<file path="src/rtl/jl_pkg.sv">
package jl_pkg;
  typedef enum logic [1:0] {
    POS_SINGLE = 2'd0,
    POS_FIRST  = 2'd1,
    POS_MIDDLE = 2'd2,
    POS_LAST   = 2'd3
  } pos_e;
endpackage

</file>
<file path="src/rtl/jl_pad.sv">
// One pad bit of the serial path; moves only during shift.
module jl_pad (
  input  logic clk,
  input  logic rst_n,
  input  logic en,
  input  logic d,
  output logic q
);
  always_ff @(posedge clk or negedge rst_n) begin
    if (!rst_n)  q <= 1'b0;
    else if (en) q <= d;
  end
endmodule

</file>
<file path="src/rtl/jl_cfg_latch.sv">
// Active configuration, updated only at idle-state edges.
module jl_cfg_latch #(
  parameter int NCH = 3
) (
  input  logic           clk,
  input  logic           rst_n,
  input  logic           load,
  input  logic [NCH-1:0] cfg_n,
  output logic [NCH-1:0] inc
);
  always_ff @(posedge clk or negedge rst_n) begin
    if (!rst_n)    inc <= '0;
    else if (load) inc <= ~cfg_n;
  end
endmodule

</file>
<file path="src/rtl/jl_tms_hold.sv">
// Per-chain mode select: follows primary while included, frozen otherwise.
module jl_tms_hold #(
  parameter int NCH = 3
) (
  input  logic           clk,
  input  logic           rst_n,
  input  logic           tms,
  input  logic [NCH-1:0] inc,
  output logic [NCH-1:0] sec_tms
);
  logic [NCH-1:0] held_q;

  for (genvar i = 0; i < NCH; i++) begin : g_hold
    always_ff @(posedge clk or negedge rst_n) begin
      if (!rst_n)      held_q[i] <= 1'b1;
      else if (inc[i]) held_q[i] <= tms;
    end
    assign sec_tms[i] = inc[i] ? tms : held_q[i];
  end
endmodule

</file>
<file path="src/rtl/jl_route.sv">
// Joins included chains in ascending order behind the input pad.
module jl_route #(
  parameter int NCH = 3
) (
  input  logic           in_q,
  input  logic [NCH-1:0] ret_q,
  input  logic [NCH-1:0] inc,
  output logic [NCH-1:0] sec_tdo,
  output logic [NCH-1:0] sec_tdo_oe,
  output logic           path_out
);
  logic cur;

  always_comb begin
    cur = in_q;
    for (int i = 0; i < NCH; i++) begin
      sec_tdo[i]    = cur;
      sec_tdo_oe[i] = inc[i];
      if (inc[i]) cur = ret_q[i];
    end
    path_out = cur;
  end
endmodule

</file>
<file path="src/rtl/jtag_chain_linker.sv">
module jtag_chain_linker #(
  parameter int NCH = 3
) (
  input  logic           tck,
  input  logic           trst_n,
  input  logic           tms,
  input  logic           tdi,
  output logic           tdo,
  output logic           tdo_oe,
  input  logic           shift_en,
  input  logic           rti,
  input  logic [NCH-1:0] cfg_n,
  input  logic [1:0]     pos,
  input  logic           chain_in,
  output logic           chain_out,
  output logic           chain_out_oe,
  output logic [NCH-1:0] sec_tck,
  output logic [NCH-1:0] sec_trst_n,
  output logic [NCH-1:0] sec_tms,
  output logic [NCH-1:0] sec_tdo,
  output logic [NCH-1:0] sec_tdo_oe,
  input  logic [NCH-1:0] sec_tdi
);
  import jl_pkg::*;

  pos_e           pos_q;
  logic [NCH-1:0] inc;
  logic           path_in;
  logic           in_q;
  logic [NCH-1:0] ret_q;
  logic           path_out;
  logic           at_end;

  assign pos_q   = pos_e'(pos);
  assign path_in = (pos_q == POS_SINGLE || pos_q == POS_FIRST) ? tdi : chain_in;
  assign at_end  = (pos_q == POS_SINGLE || pos_q == POS_LAST);

  assign sec_tck    = {NCH{tck}};
  assign sec_trst_n = '1;

  jl_cfg_latch #(.NCH(NCH)) u_cfg (
    .clk(tck), .rst_n(trst_n), .load(rti), .cfg_n(cfg_n), .inc(inc)
  );

  jl_tms_hold #(.NCH(NCH)) u_tms (
    .clk(tck), .rst_n(trst_n), .tms(tms), .inc(inc), .sec_tms(sec_tms)
  );

  jl_pad u_in_pad (
    .clk(tck), .rst_n(trst_n), .en(shift_en), .d(path_in), .q(in_q)
  );

  for (genvar i = 0; i < NCH; i++) begin : g_ret
    jl_pad u_ret_pad (
      .clk(tck), .rst_n(trst_n), .en(shift_en), .d(sec_tdi[i]), .q(ret_q[i])
    );
  end

  jl_route #(.NCH(NCH)) u_route (
    .in_q(in_q), .ret_q(ret_q), .inc(inc),
    .sec_tdo(sec_tdo), .sec_tdo_oe(sec_tdo_oe), .path_out(path_out)
  );

  assign tdo          = path_out;
  assign chain_out    = path_out;
  assign tdo_oe       = at_end;
  assign chain_out_oe = !at_end;
endmodule

</file>
<file path="config.mk">
export PLATFORM = sky130hd
export DESIGN_NAME = jtag_chain_linker
export DESIGN_NICKNAME = d
export VERILOG_FILES = /design/src/rtl/jl_pkg.sv /design/src/rtl/jl_pad.sv /design/src/rtl/jl_cfg_latch.sv /design/src/rtl/jl_tms_hold.sv /design/src/rtl/jl_route.sv /design/src/rtl/jtag_chain_linker.sv
export SDC_FILE = /design/constraint.sdc
export NUM_CORES = 1
export LEC_CHECK = 0
export BUFFER_PORTS_ARGS = -buffer_cell sky130_fd_sc_hd__buf_2
export CAP_MARGIN = 25
export CORE_MARGIN = 5
export CORE_UTILIZATION = 39
export CTS_CLUSTER_DIAMETER = 120
export DETAILED_ROUTE_END_ITERATION = 8
export PLACE_DENSITY = 0.84
export SYNTH_ARGS = -nofsm -noshare
export SYNTH_HDL_FRONTEND = slang
export SYNTH_SLANG_ARGS = --single-unit
</file>
<file path="constraint.sdc">
create_clock -name tck -period 1.55 [get_ports tck]
set_clock_uncertainty 0.1 [all_clocks]
set_input_delay 0.2325 -clock tck [delete_from_list [all_inputs] [get_ports tck]]
set_output_delay 0.2325 -clock tck [all_outputs]
set_load 0.005 [all_outputs]
</file>
==> summary.md, run 1 <==
| Metric | Value |
|---|---|
| Initial antenna violation count | 0 |
| Complex-gate fraction of the synthesized area | 7.66% |
| Cell family with most CP delay | flip-flops |
| Die H | 46.6 um |
| Layout Cells excl Fill | roughly 110 |
| Setup TNS | -0.581 ns |
| Worst setup margin | -0.117 ns |
| Total grt overflow | 0 |
| Main combinational cell family by area after synthesis | buffers and inverters |
| Core footprint | 1280 sq um |
| # IOs | 34 |
| Wirelength per Cell | ~12 um |
| HP Class | input port to flop |
| Hold endpoint | g_ret[1].u_ret_pad.q$_DFFE_PN0P_ |
| First drt pass iteration count | 2 |
| Proportion of layout cells with a drive suffix above 1 | 53.1% |
| Via count | 499 |
| Largest stage delay, worst path | 0.39 ns |
| Internal power | 0.000738 W |
| Fin util | 67.8% |
| Fill count | 108 |
| Vias in the first global route | 563 |
| Post-synthesis adder-cell area fraction | 4.78% |
| Switching share of total power | 27.6% |
| Worst path cell trace | buf_4 > mux2_4 > buf_6 |
| Power share of the clock group | 49.6% |
| Global-route wire length before repair | 2120 um |
| Antenna diodes | 0 |
| Slew Viols, Final | 0 |
| Startpoint Class | flop |
| Max VDD drop | roughly 650 uV |
| Failing checks | negative setup slack |
| Gr usage total | 15.1% |
| Post-synthesis sequential area ratio | 48.6% |
| Post-synthesis cell count | 50 |
| Seq pwr share | 31.1% |
| Min cycle time layout | 1.67 ns |
| Die footprint | 2170 sq um |
| Crit path capture type | output pin |
| P_leak | 0.467 nW |
| CP bufs+invs | 2 |
| Final ANT Viol Nets | 0 |
| Initial Util | 40.7% |
| Initial DRC count | 2 |
| F_max | around 0.60 GHz |
| Hpwl dp | 882 um |
| Area Growth Syn to Fin | 66.5% |
| Logic pwr share | between 10% and 20% |
| Arrival @ worst endpoint | around 1.3 ns |
| Hold Path Cell Cnt | 2 |
| PwrDens | 1170 nW/um^2 |
| CTS tree | yes |
| Critical path start-end classification | flop to output pin |
| Final period util | 108% |
| Net Sw Power | 0.000281 W |
| Placed insts | 89 |
| Yosys cell types | 16 |
| Drt via density | 4.50 |
| Worst Path Max Fanout | 2 |
| Final wirelength | 1320 um |
| Syn Area/Cell | 10.5 sq um |
| Largest net degree at the start of global routing | 11 |
| Total Power | 0.00102 W |
| Xor/xnor share of the synthesized area | 0% |
| CP required | between 1 and 1.5 ns |
| Final Setup Violations | 7 |
| Gpl congestion | ~0.8 |
| Simple logic cell fraction of the synthesized area | 7.42% |
| Min-delay src | shift_en |
| Outcome | complete, but fails checks |
| Fin nets | 113 |
| Multiplexer share of the synthesized area | 14.4% |
| Clk_lat worst skew | approximately 0.38 ns |
| Worst r2r path cells | 3 |
| I/O Buffers | 30 |
| Most common cell after layout, fill and taps aside | buf_2 |
| R2r startpoint | u_cfg.inc[2]$_DFFE_PN0P_ |
| Die Wd | 46.6 um |
| Synth Cell Area | around 520 sq um |
| Most frequent cells in the layout | 27 x buf_2, 10 x dlygate4sd3_1, 7 x inv_1, 7 x clkbuf_4, 5 x dfrtp_1 |
| Final Hold Vio Count | 0 |
| Slowest cell on crit path | dfrtp_1 |
| Flops & latches, synth | 10 |
| RR Endpoint | u_cfg.inc[2]$_DFFE_PN0P_ |
| Max Cap Violations | 0 |
| Clock transition at the registers of the reported paths | 0.07 ns |
| R2R setup slack | 0.18 ns |
| Drt drc | 0 |
| # rows | 13 |
| RSZ-0062 raised after global routing | yes |
| Ys Warns | 0 |
[sequential cells by signal (all words and copies together), names as in the netlist]
name	count
u_in_pad.q	1
u_cfg.inc	3
u_tms.held_q	3
g_ret.u_ret_pad.q	3
[Yosys cell counts, drive strengths merged]
| library cell | n | area [sq um] |
|---|---|---|
| a221oi | 1 | 8.76 |
| mux2 | 4 | 45.0 |
| ha | 2 | 25.0 |
| mux2i | 3 | 30.0 |
| nor3b | 1 | 7.51 |
| buf | 8 | 60.1 |
| a31oi | 1 | 6.26 |
| inv | 7 | 26.3 |
| dfstp | 3 | 78.8 |
| nand2 | 2 | 7.51 |
| dfrtp | 7 | 175 |
| a21oi | 2 | 10.0 |
| o21ai | 3 | 15.0 |
| conb | 1 | 3.75 |
| or3b | 1 | 8.76 |
| nor2 | 4 | 15.0 |
[worst register-to-register path, delay by kind of cell, from the launching register on]
family,cells,cell delay [ns]
mux,1,0.05
flops,1,0.46
buf+inv,2,0.64
[power groups by stage]
stage / logic, W / clock network [W] / registers, W
detailed placement: 0.000139 / 0.0000841 / 0.000320
CTS: 0.000191 / 0.000514 / 0.000315
global route: 0.000218 / 0.000560 / 0.000320
finish: 0.000197 / 0.000505 / 0.000317
floorplan: 0.0000791 / 0.000125 / 0.000317
global placement: 0.000136 / 0.0000841 / 0.000318
[layout make-up]
class	count	area, sq um	area share (%)
timing repair buffer	40	277	31.8
inverter	7	26.3	3.02
multi-input combinational	27	208	23.9
sequential	10	256	29.5
tap	15	18.8	2.16
clock buffer	12	85.1	9.77
[per-stage QoR]
stage               hold slack, ns  area (sq um)  setup WS, ns
finish                      0.0101           871        -0.117
detailed placement        0.000158           639         0.188
CTS                        0.00175           860        -0.134
global placement          -0.00697           639         0.201
floorplan                   -0.163           531         0.139
global route                0.0131           871        -0.188
[routing by layer]
metal  vias up  wire length, um  global-route usage (%)  share of wire (%)
met5         -                0                       0                  0
met2        31              694                    24.5                 52
met3         2              144                    7.42                 11
li1        245                -                       -                  -
met4         0               15                    14.9                1.1
met1       221              469                    13.1                 35
[cells by family after synthesis]
logic type | after synthesis
adders and majority gates | 2
DFF | 10
and+or+nand+nor | 8
muxes | 7
buffers and inverters | 15
other | 1
AOI/OAI and AO/OA | 7
[repair_timing]
action	4_1_cts	5_1_grt
hold endpoints to repair	16	0
endpoints found under the setup margin	7	7
pin swaps	0	0
resized for setup	6	3
hold buffers	10	0
setup buffers	3	0
gates cloned	0	0
[how the worst max path moves through the flow]
stage / from / endpoint / slack, ns / cells after the start
final: u_cfg.inc[0]$_DFFE_PN0P_ / sec_tms[0] / -0.12 / 3
after global placement: u_cfg.inc[0]$_DFFE_PN0P_ / chain_out / 0.20 / 3
after CTS: u_cfg.inc[0]$_DFFE_PN0P_ / chain_out / -0.13 / 3
after floorplan: u_cfg.inc[0]$_DFFE_PN0P_ / tdo / 0.14 / 3
after global routing: u_cfg.inc[0]$_DFFE_PN0P_ / tdo / -0.19 / 3
after detailed placement: u_cfg.inc[0]$_DFFE_PN0P_ / chain_out / 0.19 / 3
No activity file was read; power rests on OpenSTA's default activity.
==> inputs of run 2 (changes only) <==
--- a/config.mk
+++ b/config.mk
@@ -5,13 +5,14 @@
 export SDC_FILE = /design/constraint.sdc
 export NUM_CORES = 1
 export LEC_CHECK = 0
+export ABC_AREA = 1
 export BUFFER_PORTS_ARGS = -buffer_cell sky130_fd_sc_hd__buf_2
 export CAP_MARGIN = 25
 export CORE_MARGIN = 5
-export CORE_UTILIZATION = 39
+export CORE_UTILIZATION = 40
 export CTS_CLUSTER_DIAMETER = 120
 export DETAILED_ROUTE_END_ITERATION = 8
-export PLACE_DENSITY = 0.84
+export PLACE_DENSITY = 0.85
 export SYNTH_ARGS = -nofsm -noshare
 export SYNTH_HDL_FRONTEND = slang
 export SYNTH_SLANG_ARGS = --single-unit
==> summary.md, run 2 <==
| Metric | Value |
|---|---|
| Clock transition at the registers of the reported paths | 0.07 ns (about the same) |
| Max Cap Violations | 0 (unchanged) |
| Syn Area/Cell | 7.85 sq um (-25%) |
| Via count | 609 (+22%) |
| CP required | 1.22 ns (about the same) |
| HP Class | input port to flop |
| Setup TNS | -0.173 ns (+0.407 ns) |
| Largest net degree at the start of global routing | 11 (unchanged) |
| Worst path cell trace | inv_2 > nand2_2 > nand3_2 > and2_1 > buf_2 |
| Yosys cell types | 14 (-2) |
| Ys Warns | 0 (unchanged) |
| Initial Util | 42.2% (+1.5 points) |
| R2R setup slack | 0.61 ns (+0.43 ns) |
| Post-synthesis cell count | 69 (+38%) |
| Gpl congestion | 0.700 (-11%) |
| Hold Path Cell Cnt | 2 (unchanged) |
| Core footprint | 1280 sq um (unchanged) |
| Logic pwr share | 19.2% (about the same) |
| Final Setup Violations | 4 (-3) |
| Hpwl dp | 1050 um (+20%) |
| Worst Path Max Fanout | 4 (+2) |
| RSZ-0062 raised after global routing | yes |
| Most instantiated library cell after synthesis | nand2_1 |
| # rows | 13 (unchanged) |
| Power share of the clock group | 47.5% (-2.1 points) |
| Slew Viols, Final | 0 (unchanged) |
| Post-Place Setup Slack | 0.314 ns (+0.127 ns) |
| Outcome | complete, but fails checks |
| Largest stage delay, worst path | 0.42 ns (+0.03 ns) |
| PwrDens | 1140 nW/um^2 (-2.8%) |
| Vias in the first global route | 610 (+8.3%) |
| Wirelength per Cell | 12.4 um (+3.9%) |
| Synth Flop Type | dfrtp_1 |
| Final Hold Vio Count | 0 (unchanged) |
| Top cells by area, synth | dfrtp_1 32%, nand2_1 19%, dfstp_2 15% |
| Net Sw Power | 0.000291 W (+3.4%) |
| Startpoint Class | flop |
| Post-synthesis sequential area ratio | 46.9% (-1.7 points) |
| Crit path capture type | output pin |
| Most frequent cells after synthesis | 27 x nand2_1, 9 x inv_1, 8 x buf_4 |
| Async S/R FF share, synth | 100% (unchanged) |
| Min-delay src | shift_en |
| P_leak | 0.497 nW (+6.5%) |
| RR Endpoint | u_cfg.inc[1]$_DFFE_PN0P_ |
| Final ANT Viol Nets | 0 (unchanged) |
| Most frequent cells in the layout | 30 x buf_2, 23 x nand2_1, 8 x inv_1, 8 x dlygate4sd3_1 |
| Die Wd | 46.8 um (+0.39%) |
| Fin nets | 131 (+16%) |
| Min cycle time layout | 1.61 ns (-0.0605 ns) |
| Synth Cell Area | 542 sq um (+3.6%) |
| Fin util | 65.6% (-2.1 points) |
| Die footprint | 2190 sq um (+0.77%) |
| Seq pwr share | 33.3% (+2.2 points) |
| Global-route wire length before repair | 2370 um (+12%) |
| Failing checks | negative setup slack |
| Total grt overflow | 0 (unchanged) |
| Most common cell after layout, fill and taps aside | buf_2 |
| F_max | 0.622 GHz (+3.8%) |
| Hold_ws | 0.0239 ns (+0.0139 ns) |
| Die H | 46.8 um (+0.39%) |
| Drt drc | 0 (unchanged) |
| # IOs | 34 (unchanged) |
| Area leader, netlist | dfrtp_1 |
| Crit path launch | u_cfg.inc[0]$_DFFE_PN0P_ |
| Placed insts | 108 (+21%) |
| Gr usage total | 16.8% (+1.7 points) |
| Number of synthesized flops with an enable pin | 0 (unchanged) |
| R2r startpoint | u_cfg.inc[1]$_DFFE_PN0P_ |
| Layout Cells excl Fill | 129 (+16%) |
| Max VDD drop | 938 uV (+45%) |
| Final wirelength | 1600 um (+21%) |
| Arrival @ worst endpoint | 1.27 ns (-0.06 ns) |
| First drt pass iteration count | 6 (+4) |
| I/O Buffers | 30 (unchanged) |
| Flops & latches, synth | 10 (unchanged) |
| Proportion of layout cells with a drive suffix above 1 | 46.5% (-6.6 points) |
| Critical path start-end classification | flop to output pin |
| Biggest regs | g_ret.u_ret_pad.q: 3 flops, u_cfg.inc: 3 flops, u_tms.held_q: 3 flops |
| Internal power | 0.000668 W (-9.5%) |
| Slowest cell on crit path | dfrtp_1 |
| CTS tree | yes |
| Initial antenna violation count | 0 (unchanged) |
| Worst r2r path cells | 3 (unchanged) |
| Switching share of total power | 30.3% (+2.7 points) |
| Area Growth Syn to Fin | 55.7% |
| Drt via density | 4.72 (+5.0%) |
| Worst setup margin | -0.0568 ns (+0.0605 ns) |
| Initial DRC count | 5 (+3) |
| Hold endpoint | g_ret[1].u_ret_pad.q$_DFFE_PN0P_ |
| Top-area cell type share of the netlist area | 32.3% (-1.2 points) |
| Clk_lat worst skew | 0.37 ns (about the same) |
| Final period util | 104% (-3.9 points) |
| Antenna diodes | 0 (unchanged) |
run 2: per-stage QoR:
stage | power (W) | instance area [sq um]
6_report | 0.000959 | 843
3_3_place_gp | 0.000544 | 658
2_1_floorplan | 0.000526 | 549
4_1_cts | 0.000964 | 838
5_1_grt | 0.00102 | 843
3_5_place_dp | 0.000552 | 658
run 2: metal layers:
layer	up-vias	part of all wire, %	GRT usage (%)
li1	284	-	-
met1	285	33	13.6
met2	31	57	27.9
met3	9	6.7	6.51
met4	0	3.8	19.9
met5	-	0	0
run 2: how the worst max path moves through the flow:
stage | to | depth (start not counted)
2_1_floorplan | sec_tck[0] | 1
3_5_place_dp | tdo | 5
6_report | sec_tdo[2] | 5
4_1_cts | tdo | 6
3_3_place_gp | sec_tck[0] | 1
5_1_grt | sec_tdo[2] | 5
run 2: layout make-up:
class	count	area (sq um)
tap	15	18.8
multi-input combinational	43	213
inverter	10	37.5
timing repair buffer	39	245
clock buffer	12	75.1
sequential	10	254
fill	102	442
run 2: worst max-delay path, delay by kind of cell, from the launching register on:
| family | cells | cell delay, ns |
|---|---|---|
| DFF | 1 | 0.42 |
| and+or+nand+nor | 3 | 0.29 |
| buffers and inverters | 2 | 0.19 |
run 2: kinds of logic (layout without fill, tap and decap cells):
kind of cell,after synthesis,in the layout,synth area share (%)
buffers and inverters,18,61,18.0
other,1,3,0.692
adders and majority gates,2,2,4.62
AOI/OAI and AO/OA,5,5,4.62
DFF,10,10,46.9
and+or+nand+nor,33,33,25.2
run 2: what timing repair did:
action	in CTS	in global routing
hold buffers	8	0
pin swaps	1	2
hold endpoints to repair	17	0
setup buffers	4	0
endpoints found under the setup margin	3	5
resized for setup	3	3
run 2: power by group through the flow:
stage                     Clock [W]  Sequential, W  Combinational (W)
after CTS                  0.000466       0.000317           0.000182
after floorplan            0.000125       0.000317          0.0000831
after global placement    0.0000841       0.000319           0.000140
final                      0.000455       0.000319           0.000184
after detailed placement  0.0000841       0.000322           0.000146
after global routing       0.000489       0.000322           0.000205
